[src/rtl/rcwf_pkg.sv]
package rcwf_pkg;

    localparam int BYTE_W = 8;

    typedef enum logic [1:0] {
        S_IDLE  = 2'd0,
        S_ISSUE = 2'd1,
        S_WAIT  = 2'd2,
        S_DONE  = 2'd3
    } fetch_state_t;

endpackage

[src/rtl/rcwf_seq.sv]
module rcwf_seq
    import rcwf_pkg::*;
#(
    parameter int ADDR_W  = 32,
    parameter int N_READS = 32,
    parameter int STRIDE  = 8,
    parameter int IDX_W   = 5
) (
    input  logic              clk,
    input  logic              rst_n,
    input  logic              rd_valid,
    output logic              rd_req,
    output logic [ADDR_W-1:0] rd_addr,
    output logic              cap_en,
    output logic [IDX_W-1:0]  cap_idx,
    output logic              done
);

    localparam logic [IDX_W-1:0] LAST_IDX = IDX_W'(N_READS - 1);

    fetch_state_t state_q;
    fetch_state_t state_d;
    logic [IDX_W-1:0] idx_q;
    logic             last_byte;

    assign last_byte = (idx_q == LAST_IDX);
    assign cap_en    = (state_q == S_WAIT) && rd_valid;
    assign cap_idx   = idx_q;
    assign rd_addr   = ADDR_W'(idx_q) * ADDR_W'(STRIDE);

    // state register and read counter
    always_ff @(posedge clk or negedge rst_n) begin
        if (!rst_n) begin
            state_q <= S_IDLE;
            idx_q   <= '0;
        end else begin
            state_q <= state_d;
            if (cap_en && !last_byte) begin
                idx_q <= idx_q + 1'b1;
            end
        end
    end

    // next state
    always_comb begin
        state_d = state_q;
        unique case (state_q)
            S_IDLE:  state_d = S_ISSUE;
            S_ISSUE: state_d = S_WAIT;
            S_WAIT: begin
                if (rd_valid) begin
                    state_d = last_byte ? S_DONE : S_ISSUE;
                end
            end
            S_DONE:  state_d = S_DONE;
        endcase
    end

    // outputs decoded from state
    always_comb begin
        rd_req = 1'b0;
        done   = 1'b0;
        unique case (state_q)
            S_IDLE:  ;
            S_ISSUE: rd_req = 1'b1;
            S_WAIT:  ;
            S_DONE:  done = 1'b1;
        endcase
    end

endmodule

[src/rtl/rcwf_asm.sv]
module rcwf_asm
    import rcwf_pkg::*;
#(
    parameter int WORD_W  = 32,
    parameter int N_WORDS = 8,
    parameter int IDX_W   = 5
) (
    input  logic                        clk,
    input  logic                        rst_n,
    input  logic                        cap_en,
    input  logic [IDX_W-1:0]            cap_idx,
    input  logic [BYTE_W-1:0]           cap_byte,
    output logic [WORD_W-1:0]           word0,
    output logic [(N_WORDS-1)*WORD_W-1:0] others,
    output logic [N_WORDS-2:0]          others_vld
);

    localparam int BPW = WORD_W / BYTE_W;

    for (genvar w = 0; w < N_WORDS; w++) begin : g_word
        logic [WORD_W-1:0] wq;

        always_ff @(posedge clk or negedge rst_n) begin
            if (!rst_n) begin
                wq <= '0;
            end else if (cap_en) begin
                for (int b = 0; b < BPW; b++) begin
                    if (cap_idx == IDX_W'(w * BPW + b)) begin
                        wq[WORD_W-1-BYTE_W*b -: BYTE_W] <= cap_byte;
                    end
                end
            end
        end

        if (w == 0) begin : g_master
            assign word0 = wq;
        end else begin : g_slave
            logic vq;
            always_ff @(posedge clk or negedge rst_n) begin
                if (!rst_n) begin
                    vq <= 1'b0;
                end else if (cap_en && cap_idx == IDX_W'(w * BPW + BPW - 1)) begin
                    vq <= 1'b1;
                end
            end
            assign others[(w-1)*WORD_W +: WORD_W] = wq;
            assign others_vld[w-1]                = vq;
        end
    end

endmodule

[src/rtl/rcwf_vec.sv]
module rcwf_vec #(
    parameter int          ADDR_W     = 32,
    parameter logic [31:0] LO_BASE    = 32'h0000_0000,
    parameter logic [31:0] HI_BASE    = 32'hFFF0_0000,
    parameter logic [31:0] VEC_OFFSET = 32'h0000_0100
) (
    input  logic              prefix,
    output logic [ADDR_W-1:0] vec_addr
);

    localparam logic [ADDR_W-1:0] VEC_LO = ADDR_W'(LO_BASE + VEC_OFFSET);
    localparam logic [ADDR_W-1:0] VEC_HI = ADDR_W'(HI_BASE + VEC_OFFSET);

    assign vec_addr = prefix ? VEC_HI : VEC_LO;

endmodule

[src/rtl/rcw_fetch.sv]
module rcw_fetch
    import rcwf_pkg::*;
#(
    parameter int          ADDR_W     = 32,
    parameter int          BUS_W      = 64,
    parameter int          WORD_W     = 32,
    parameter int          N_WORDS    = 8,
    parameter int          STRIDE     = 8,
    parameter int          PREFIX_BIT = 22,
    parameter logic [31:0] LO_BASE    = 32'h0000_0000,
    parameter logic [31:0] HI_BASE    = 32'hFFF0_0000,
    parameter logic [31:0] VEC_OFFSET = 32'h0000_0100
) (
    input  logic                          clk,
    input  logic                          rst_n,
    output logic                          rd_req,
    output logic [ADDR_W-1:0]             rd_addr,
    input  logic                          rd_valid,
    input  logic [BUS_W-1:0]              rd_data,
    output logic [WORD_W-1:0]             master_word,
    output logic [(N_WORDS-1)*WORD_W-1:0] slave_words,
    output logic [N_WORDS-2:0]            slave_valid,
    output logic [ADDR_W-1:0]             vec_addr,
    output logic                          done
);

    localparam int BPW     = WORD_W / BYTE_W;
    localparam int N_READS = N_WORDS * BPW;
    localparam int IDX_W   = $clog2(N_READS);

    logic              cap_en;
    logic [IDX_W-1:0]  cap_idx;
    logic [BYTE_W-1:0] cap_byte;
    logic              unused_lanes;

    // only the top byte lane carries configuration data
    assign cap_byte     = rd_data[BUS_W-1 -: BYTE_W];
    assign unused_lanes = ^rd_data[BUS_W-BYTE_W-1:0];

    rcwf_seq #(
        .ADDR_W  (ADDR_W),
        .N_READS (N_READS),
        .STRIDE  (STRIDE),
        .IDX_W   (IDX_W)
    ) u_seq (
        .clk      (clk),
        .rst_n    (rst_n),
        .rd_valid (rd_valid),
        .rd_req   (rd_req),
        .rd_addr  (rd_addr),
        .cap_en   (cap_en),
        .cap_idx  (cap_idx),
        .done     (done)
    );

    rcwf_asm #(
        .WORD_W  (WORD_W),
        .N_WORDS (N_WORDS),
        .IDX_W   (IDX_W)
    ) u_asm (
        .clk        (clk),
        .rst_n      (rst_n),
        .cap_en     (cap_en),
        .cap_idx    (cap_idx),
        .cap_byte   (cap_byte),
        .word0      (master_word),
        .others     (slave_words),
        .others_vld (slave_valid)
    );

    rcwf_vec #(
        .ADDR_W     (ADDR_W),
        .LO_BASE    (LO_BASE),
        .HI_BASE    (HI_BASE),
        .VEC_OFFSET (VEC_OFFSET)
    ) u_vec (
        .prefix   (master_word[PREFIX_BIT]),
        .vec_addr (vec_addr)
    );

endmodule

[config.mk]
export PLATFORM = sky130hd
export DESIGN_NAME = rcw_fetch
export DESIGN_NICKNAME = d
export VERILOG_FILES = /design/src/rtl/rcwf_pkg.sv /design/src/rtl/rcwf_seq.sv /design/src/rtl/rcwf_asm.sv /design/src/rtl/rcwf_vec.sv /design/src/rtl/rcw_fetch.sv
export SDC_FILE = /design/constraint.sdc
export NUM_CORES = 1
export LEC_CHECK = 0
export ABC_AREA = 1
export CAP_MARGIN = 20
export CORE_AREA = 2 2 162 149
export CTS_CLUSTER_DIAMETER = 40
export DETAILED_ROUTE_END_ITERATION = 6
export DIE_AREA = 0 0 164 151
export PLACE_DENSITY = 0.83
export SLEW_MARGIN = 20
export SYNTH_ARGS = -nofsm -noshare
export SYNTH_HDL_FRONTEND = slang
export SYNTH_SLANG_ARGS = --single-unit
[constraint.sdc]
create_clock -name clk -period 4.3 [get_ports clk]
set_input_delay 0.645 -clock clk [delete_from_list [all_inputs] [get_ports clk]]
set_output_delay 0.645 -clock clk [all_outputs]
set_load 0.02 [all_outputs]
==> results.md <==
* Status: finished, final reports clean
* Vias in the first global route at 9134
* Post-CTS Hold Buffers at 0
* Total Power at roughly 0.0084 W
* # fillers at approximately 1800
* Fin. max-slew vios at 0
* YS warnings at 0
* DR iter-0 viols at 837
* Crit path max fanout at 14
* Final GP Congestion at 0.815
* Seq/Total Area, Yosys at 60.7%
* Req. time, crit path at around 3.7 ns
* Drt total wl at 33300 um
* Detail-routed via count per cell at 5.08
* CTS Sinks at between 200 and 300
* Largest net degree at the start of global routing at around 120
* Die Wd at 164 um
* Area Growth Syn to Fin at 36.8%
* Signal arrival time at the worst endpoint at 1.86 ns
* Sum Neg Setup Slack at 0 ns
* Initial Util at 48.4%
* Post-Synthesis Cells at 1283
* Ant diodes at 0
* Ports at between 300 and 400
* Crit-path max cell delay at about 0.73 ns
* Critical path origin: u_seq.cap_idx[2]
* Die Area at between 20000 and 25000 um2
* Resize count post-CTS at 0
* Routed WL per cell at roughly 18 um
* GR Util All Layers at 26.9%
* Row count at 53
* RR Startpoint: u_seq.state_q[0]
* Slowest cell on the critical path: clkdlybuf4s50_1
* Synth Flop Type: dfrtp_1
* Worst-path clk slew at 0.06 ns
* Fmax at 400 MHz
* First-pass GRT wire length at 51200 um
* Worst-margin pin slew at 0.949 ns
* Via count at roughly 9600
* Crit share post-route at between 50 and 60%
* Post-Layout Cell Count at 1885
* Finished Core Util at 66.2%
* Max-cap violations at 0
* Post-CTS setup buffer count at 0
* Crit-path leading delay family: buffers and inverters
* Flops & latches, synth at 270
* Setup Viol. Count Final at 0
* Pwr dens at 552 nW/um2
* Mean Syn Cell Area at 8.68 um2
* CP endpoint kind: primary output
* Layout cells sized above 1 at 6.32%
* Crit path buf inv count at 1
* Normalized max-slew margin at 36.7%
* Min cycle time layout at roughly 2.5 ns
* Async set-reset flop share out of synthesis at 100%
* CTS Buf Count at 36
* Worst vdd ir at 0.434 mV
* Crit-path cells: clkdlybuf4s50_1
* # DRC at 0
* Setup CP Type: flop to primary output
* # H-tree levels at 2
* Number of synthesized flops with an enable pin at 0
* Placed wire-length estimate at 21500 um
* Critical path launch point type: flop
* GRT overflow at 0
* Cell Area, Synth at 11100 um2
* Yosys cell types at 16
* Core area at between 20000 and 25000 um2
* Final ANT Viol Nets at 0
* Port Buffer Count at 292
* Drt pass-1 iters at 5
* Placed insts at between 1500 and 2000
* Max Clock Skew at 0.0256 ns
* Clock root buffer master: clkbuf_16
* Worst-skew pair later-pin latency at 0.52 ns
* Initial antenna violation count at 0
* WHS at 0.211 ns
* CTS tree: yes
* RSZ-0062 raised after global routing: false
* Leak at ~7.9 nW
* Nets at around 1600
* Clock Tree Buf Depth at 3
* Die Height at 151 um
* HP Class: primary input to async pin
* Final Hold Vio Count at 0
per-stage QoR:
step / worst slack [ns] / area, um2
after detailed placement: 1.36 / 14000
final: 1.80 / 15200
after global placement: 1.41 / 14000
after floorplan: 2.59 / 11300
after CTS: 1.80 / 15200
after global routing: 1.73 / 15200
Yosys cell counts (5+ instances only):
master    number  share of area (%)
nor2_2        12               0.67
buf_2         11               0.49
nand2_1      671                 23
clkinv_1      13               0.44
clkbuf_1      26               0.88
inv_2          5               0.17
nand3_1      134                6.0
ha_1           6               0.67
buf_4         74                5.0
inv_1         25               0.84
o21ai_0       21               0.94
nor2_1        10               0.34
dfrtp_1      270                 61
state kept, by name (all words and copies together) (netlist names):
name	count
u_asm.g_word.wq	224
u_seq.state_q	2
u_seq.cap_idx	5
u_asm.g_word.g_slave.vq	7
u_asm.word0	32
where the power goes:
part	switching [W]	internal [W]
Sequential	0.000268	0.00289
Clock	0.00115	0.00196
Combinational	0.00132	0.000829
cell families after synthesis:
family | Yosys count | share of synthesized area, %
simple gates | 829 | 29.8
compound gates | 21 | 0.944
flops | 270 | 60.7
xor+xnor | 1 | 0.0787
fa+ha+maj | 6 | 0.674
other cells | 2 | 0.0674
buf+inv | 154 | 7.81
routing by layer:
metal / vias up / track usage (%) / share of wire, %
li1: 4424 / - / -
met1: 4644 / 35.4 / 41
met2: 428 / 42.6 / 47
met3: 87 / 7.80 / 8.8
met4: 0 / 9.96 / 3.5
met5: - / 0 / 0
layout by cell type (no fill, tap or decap), drive strengths merged:
cell type	count
clkinv	24
clkdlybuf4s50	283
nand4	2
clkinvlp	4
inv	34
clkbuf	41
dfrtp	270
conb	47
xor2	1
o21ai	21
nand2	671
nor2	22
buf	18
nand3	134
ha	6
bufinv	5
final timing paths:
path	slack, ns	depth (start not counted)	end
worst min register to register	0.47	2	u_asm.g_word[7].g_slave.vq
max in group asynchronous	3.04	2	u_asm.word0[11]
worst max register to register	2.03	7	u_asm.g_word[1].wq[23]
worst min-delay path	0.21	1	u_asm.g_word[5].wq[0]
min in group clk	0.47	2	u_asm.g_word[7].g_slave.vq
worst max-delay path	1.80	1	rd_addr[5]
area by class of cell:
cell class	count	area (um2)	share of cell area [%]
multi-input cells	904	3680	24.2
clock inverters	24	298	1.95
well taps	302	378	2.48
inverters	43	161	1.06
flip-flops and latches	270	6760	44.3
clock buffers	41	981	6.44
repair buffers	301	2980	19.6
Note: power is estimated with default switching activity, not from simulation.
